## src/rtl/tdm_chain_pkg.sv

```systemverilog
package tdm_chain_pkg;
  localparam int SUBFRAME_W = 32;
  localparam int AUX_W      = 8;
  localparam int FRAME_W    = 2 * SUBFRAME_W;
  localparam int AUDIO_W    = SUBFRAME_W - AUX_W;
endpackage

```

## src/rtl/tdm_bclk_edges.sv

```systemverilog
module tdm_bclk_edges (
  input  logic clk,
  input  logic rst_n,
  input  logic bclk,
  input  logic fsync,
  output logic load_o,
  output logic shift_o
);
  logic bclk_q;
  logic fs_q;
  logic pend;
  logic rise;
  logic fall;

  assign rise = bclk & ~bclk_q;
  assign fall = ~bclk & bclk_q;

  always_ff @(posedge clk) begin
    if (!rst_n) begin
      bclk_q <= 1'b0;
      fs_q   <= 1'b0;
      pend   <= 1'b0;
    end else begin
      bclk_q <= bclk;
      if (rise) begin
        fs_q <= fsync;
        if (fsync && !fs_q) pend <= 1'b1;
      end
      if (fall && pend) pend <= 1'b0;
    end
  end

  assign load_o  = fall & pend;
  assign shift_o = fall & ~pend;

  AST_FS_RISE_ARMS: assert property (@(posedge clk) disable iff (!rst_n)
    (rise && fsync && !fs_q) |=> pend);
endmodule

```

## src/rtl/tdm_sample_stage.sv

```systemverilog
module tdm_sample_stage
  import tdm_chain_pkg::*;
#(
  parameter int SAMPLE_W = 24
) (
  input  logic                clk,
  input  logic                rst_n,
  input  logic                in_valid,
  output logic                in_ready,
  input  logic [SAMPLE_W-1:0] in_left,
  input  logic [SAMPLE_W-1:0] in_right,
  input  logic [AUX_W-1:0]    in_aux_l,
  input  logic [AUX_W-1:0]    in_aux_r,
  input  logic                take_i,
  output logic [FRAME_W-1:0]  frame_o
);
  localparam int PAD_W = AUDIO_W - SAMPLE_W;

  logic                full;
  logic [SAMPLE_W-1:0] left_q;
  logic [SAMPLE_W-1:0] right_q;
  logic [AUX_W-1:0]    aux_l_q;
  logic [AUX_W-1:0]    aux_r_q;
  logic                accept;
  logic [AUDIO_W-1:0]  aud_l;
  logic [AUDIO_W-1:0]  aud_r;

  assign in_ready = ~full;
  assign accept   = in_valid & in_ready;

  always_ff @(posedge clk) begin
    if (!rst_n) begin
      full    <= 1'b0;
      left_q  <= '0;
      right_q <= '0;
      aux_l_q <= '0;
      aux_r_q <= '0;
    end else if (accept) begin
      full    <= 1'b1;
      left_q  <= in_left;
      right_q <= in_right;
      aux_l_q <= in_aux_l;
      aux_r_q <= in_aux_r;
    end else if (take_i) begin
      full <= 1'b0;
    end
  end

  assign aud_l   = AUDIO_W'(left_q) << PAD_W;
  assign aud_r   = AUDIO_W'(right_q) << PAD_W;
  assign frame_o = full ? {aud_l, aux_l_q, aud_r, aux_r_q} : '0;

  AST_FULL_AFTER_ACCEPT: assert property (@(posedge clk) disable iff (!rst_n)
    accept |=> !in_ready);
  AST_HOLD_WHILE_FULL: assert property (@(posedge clk) disable iff (!rst_n)
    (in_valid && !in_ready) |=> ($stable(left_q) && $stable(right_q)));
endmodule

```

## src/rtl/tdm_frame_shifter.sv

```systemverilog
module tdm_frame_shifter
  import tdm_chain_pkg::*;
(
  input  logic               clk,
  input  logic               rst_n,
  input  logic               load_i,
  input  logic               shift_i,
  input  logic [FRAME_W-1:0] frame_i,
  input  logic               chain_in,
  output logic               sdata_o
);
  logic [FRAME_W-1:0] sr;

  always_ff @(posedge clk) begin
    if (!rst_n)       sr <= '0;
    else if (load_i)  sr <= frame_i;
    else if (shift_i) sr <= {sr[FRAME_W-2:0], chain_in};
  end

  assign sdata_o = sr[FRAME_W-1];

  AST_CHAIN_ENTERS_LSB: assert property (@(posedge clk) disable iff (!rst_n)
    (shift_i && !load_i) |=> (sr[0] == $past(chain_in)));
endmodule

```

## src/rtl/tdm_chain_port.sv

```systemverilog
module tdm_chain_port
  import tdm_chain_pkg::*;
#(
  parameter int SAMPLE_W = 24
) (
  input  logic                clk,
  input  logic                rst_n,
  input  logic                bclk,
  input  logic                fsync,
  input  logic                chain_in,
  input  logic                smp_valid,
  output logic                smp_ready,
  input  logic [SAMPLE_W-1:0] smp_left,
  input  logic [SAMPLE_W-1:0] smp_right,
  input  logic [AUX_W-1:0]    smp_aux_left,
  input  logic [AUX_W-1:0]    smp_aux_right,
  output logic                sdata
);
  logic               ld;
  logic               sh;
  logic [FRAME_W-1:0] frame;

  tdm_bclk_edges u_edges (
    .clk     (clk),
    .rst_n   (rst_n),
    .bclk    (bclk),
    .fsync   (fsync),
    .load_o  (ld),
    .shift_o (sh)
  );

  tdm_sample_stage #(.SAMPLE_W(SAMPLE_W)) u_stage (
    .clk      (clk),
    .rst_n    (rst_n),
    .in_valid (smp_valid),
    .in_ready (smp_ready),
    .in_left  (smp_left),
    .in_right (smp_right),
    .in_aux_l (smp_aux_left),
    .in_aux_r (smp_aux_right),
    .take_i   (ld),
    .frame_o  (frame)
  );

  tdm_frame_shifter u_shift (
    .clk      (clk),
    .rst_n    (rst_n),
    .load_i   (ld),
    .shift_i  (sh),
    .frame_i  (frame),
    .chain_in (chain_in),
    .sdata_o  (sdata)
  );

  AST_QUIET_OFF_EDGE: assert property (@(posedge clk) disable iff (!rst_n)
    !(ld || sh) |=> $stable(sdata));
  AST_LOAD_ON_LOW_BCLK: assert property (@(posedge clk) disable iff (!rst_n)
    ld |-> !bclk);
  AST_READY_AFTER_LOAD: assert property (@(posedge clk) disable iff (!rst_n)
    (ld && !smp_valid) |=> smp_ready);
  AST_EMPTY_LOAD_ZERO: assert property (@(posedge clk) disable iff (!rst_n)
    (ld && smp_ready) |=> !sdata);
endmodule

```

## config.mk

```make
export PLATFORM = sky130hd
export DESIGN_NAME = tdm_chain_port
export DESIGN_NICKNAME = d
export VERILOG_FILES = /design/src/rtl/tdm_chain_pkg.sv /design/src/rtl/tdm_bclk_edges.sv /design/src/rtl/tdm_sample_stage.sv /design/src/rtl/tdm_frame_shifter.sv /design/src/rtl/tdm_chain_port.sv
export SDC_FILE = /design/constraint.sdc
export NUM_CORES = 1
export LEC_CHECK = 0
export ABC_CLOCK_PERIOD_IN_PS = 1400
export BUFFER_PORTS_ARGS = -buffer_cell sky130_fd_sc_hd__buf_2
export CELL_PAD_IN_SITES_DETAIL_PLACEMENT = 1
export CELL_PAD_IN_SITES_GLOBAL_PLACEMENT = 2
export CORE_AREA = 2 2 97 169
export CTS_CLUSTER_SIZE = 8
export DETAILED_ROUTE_END_ITERATION = 6
export DIE_AREA = 0 0 99 171
export GPL_ROUTABILITY_DRIVEN = 1
export HOLD_SLACK_MARGIN = 0.15
export PLACE_DENSITY_LB_ADDON = 0.1
export SYNTH_ARGS = -nofsm -noshare
export SYNTH_HDL_FRONTEND = slang
export SYNTH_SLANG_ARGS = --single-unit
```

## constraint.sdc

```tcl
create_clock -name clk -period 1.4 [get_ports clk]
set_input_delay 0.28 -clock clk [delete_from_list [all_inputs] [get_ports clk]]
set_output_delay 0.28 -clock clk [all_outputs]
set_load 0.1 [all_outputs]
```

==> metrics <==
metal3 WL roughly 320 um; RD Place Congestion approximately 0.75; total global routing overflow 0; Critical R2R Capture u_shift.sr[18]; DRT Wirelength ~14000 um; FF/Latch Area about 2600 sq um; metal2 WL around 7200 um; Slew headroom 0.728; Syn-to-layout area delta 33.2%; Final ANT Viol Nets 0; CTS clock-pin slew for the worst setup and hold paths around 0.06 ns; DRC viols 0; Worst path slowest cell dfxtp_2; DP HPWL approximately 8500 um; CTS tree done; highest fanout seen on the critical path 5; synthesized flop and latch total around 130; IO buf count a little over 70; Longest Clk Path Bufs 2; post-synthesis adder-cell area fraction 0; Top Ports between 70 and 80; Avg Cell Area, Syn 9.09 sq um; Final min period between 1 and 1.5 ns; Fin Clk Skew ~0.008 ns; clk_lat worst skew just over 0.4 ns; Cell variety after synth 21; initial antenna violation count 0; RSZ-0062 raised after global routing no; Simple-Gate Fraction of Synth Area 0.146; routed via count around 4600; pin count of the biggest net entering global routing 50; Avg WL per Cell between 15 and 20 um; async set or reset register ratio after synthesis 0; hold wc startpoint fsync; maximum clock frequency 751 MHz; Worst Setup End Kind output pin; CP startpoint kind flip-flop; Hold EP u_edges.fs_q; setup-violating endpoint count in the final report 0; htree depth 4; Initial DRC Count 136; R2R cell count 4; area of the multi-input gates 2390 sq um; reg-to-reg startpoint u_stage.full; Die Y around 170 um; share of cells above drive strength 1 0.220; max-slew violation count 0; PwrDens 1310 nW/um^2; Vias/cell 5.06; top-area cell type share of the netlist area 0.493; Setup Buffers After CTS 0; total CTS buffers 17; ys flop type dfxtp_1; largest family of logic cells by synthesized area compound AO/OA/AOI/OAI gates; GRT Resource Usage Total 0.171; EDFF count, synth 0; post-synth top area cell dfxtp_1; peak supply drop around 0.56 mV; Placed Area 5920 sq um; Die W about 100 um; multiplexer share of the synthesized area 0.00187; Cell Area, Synth 5360 sq um; Hold Path Stages 3; reported max-cap violation count 0; CORE AREA about 16000 sq um; critical path type flip-flop to output pin; Site Rows between 60 and 70; clk sink count between 100 and 150; Die Area approximately 17000 sq um; Synth Area in XOR/XNOR 0; period utilisation layout 0.951; Post-Syn Nets around 660; nets 773; ANT cells 0; ranking of synthesized cells by area dfxtp_1 (49%), a21boi_0 (9.0%), nand2_1 (9.0%); post-synthesis compound-gate area fraction 0.295; arrival time worst endpoint 1.05 ns; clk root buf clkbuf_16; Cell Chain, Critical Path inv_2 > buf_12; Initial Util 0.342; Top Metal Used met4; design area ~7100 sq um; setup slack, reg-to-reg between 0.1 and 0.15 ns; Syn. warnings 0; fill cell count approximately 1800; CP required roughly 1.1 ns; status complete, no violations; global-route wire length before repair between 20000 and 25000 um; Final Hold Viols 0; vias in the first global route ~4700; setup TNS 0 ns; register area share after synthesis 0.493; Worst Tran Pin Value between 0.4 and 0.5 ns; Hold Crit Class input port to flip-flop; Slowest Stage Delay on Critical Path about 0.35 ns; Metal-1 WL between 5000 and 6000 um; Pleak approximately 3 nW; synthesized instance count 589; Pre-antenna DRT Iters 4
[metrics by stage]
stage / hold slack [ns] / setup WS (ns) / std cells / total power, mW / utilization
after global placement: 0.457 / 0.135 / 810 / 4.95 / 0.379
after floorplan: 0.402 / 0.115 / 589 / 4.66 / -
after CTS: 0.153 / 0.0566 / 903 / 9.48 / 0.456
after global routing: 0.172 / 0.0325 / 903 / 9.74 / 0.456
after detailed placement: 0.459 / 0.101 / 810 / 4.98 / 0.379
final: 0.159 / 0.0680 / 903 / 9.33 / 0.456
[worst max path at each step]
stage | from | end | cells past startpoint
after floorplan | u_shift.sr[63] | u_shift.sr[63] | 2
after CTS | u_stage.full | smp_ready | 2
after detailed placement | u_stage.full | u_shift.sr[18] | 4
after global placement | bclk | u_shift.sr[30] | 5
after global routing | u_stage.full | smp_ready | 2
final | u_stage.full | smp_ready | 2
[timing repair]
item	4_1_cts	5_1_grt
endpoints found under the hold margin	63	0
resized for setup	3	0
setup endpoints to repair	2	0
hold buffers	63	0
[layer usage]
metal  global-route usage  vias up
li1                     -     2288
met1                0.198     2211
met2                0.304       60
met3               0.0327       14
met4               0.0744        0
met5                    0        -
[where the power goes]
group          internal [mW]  switching [mW]  total, mW
Sequential              3.96           0.132       4.10
Clock                   2.65            1.67       4.31
Combinational          0.449           0.470      0.919
Total                   7.06            2.27       9.33
[kinds of logic (layout without fill, tap and decap cells)]
group	count (synthesis)	after routing
multiplexers	1	1
flip-flops	132	132
AO/OA/AOI/OAI	196	196
buffers and inverters	59	184
AND/OR/NAND/NOR	201	201
[registers in the layout, summed over array words and instances, names as in the netlist]
register         cells
u_stage.aud_r       24
u_edges.fs_q         1
u_stage.aud_l       24
u_stage.full         1
u_edges.bclk_q       1
u_stage.aux_r_q      8
u_stage.aux_l_q      8
u_shift.sr          64
u_edges.pend         1
[worst max-delay path, delay by kind of cell (launching register included)]
family                 cells  cell delay [ns]
DFF                        1             0.35
buffers and inverters      2             0.29
[placed cells by master (no fill, tap or decap), types with 2 or more instances in the layout]
master	count
dfxtp_1	131
nand2_1	128
buf_2	68
a21boi_0	64
nor2_1	64
dlygate4sd3_1	63
o21ai_0	56
a221oi_1	33
a221oi_2	31
clkbuf_16	17
buf_12	12
o21ai_1	9
buf_4	8
clkinvlp_4	4
clkinv_4	4
inv_2	2
nor2b_4	2
a21oi_1	2
nor2b_1	2
bufinv_16	2
clkinv_2	2
[area by class of cell]
class | count | area share
Inverter | 3 | 0.00158
Tap cell | 189 | 0.0332
Clock buffer | 18 | 0.0616
Timing Repair Buffer | 151 | 0.178
Clock inverter | 12 | 0.0189
Sequential cell | 132 | 0.371
Multi-Input combinational cell | 398 | 0.336
[cell usage after synthesis (2+ instances only)]
library cell  count
a21boi_0         64
nand2b_1          2
a221oi_2         31
buf_4            10
inv_1             3
buf_2            25
clkbuf_1         14
nor2_1           64
o21ai_0          56
nand2_1         128
a221oi_1         33
dfxtp_1         132
o21ai_1           9
a21oi_1           2
buf_6             7
nor2b_1           4
(Power assumes the default switching activity.)
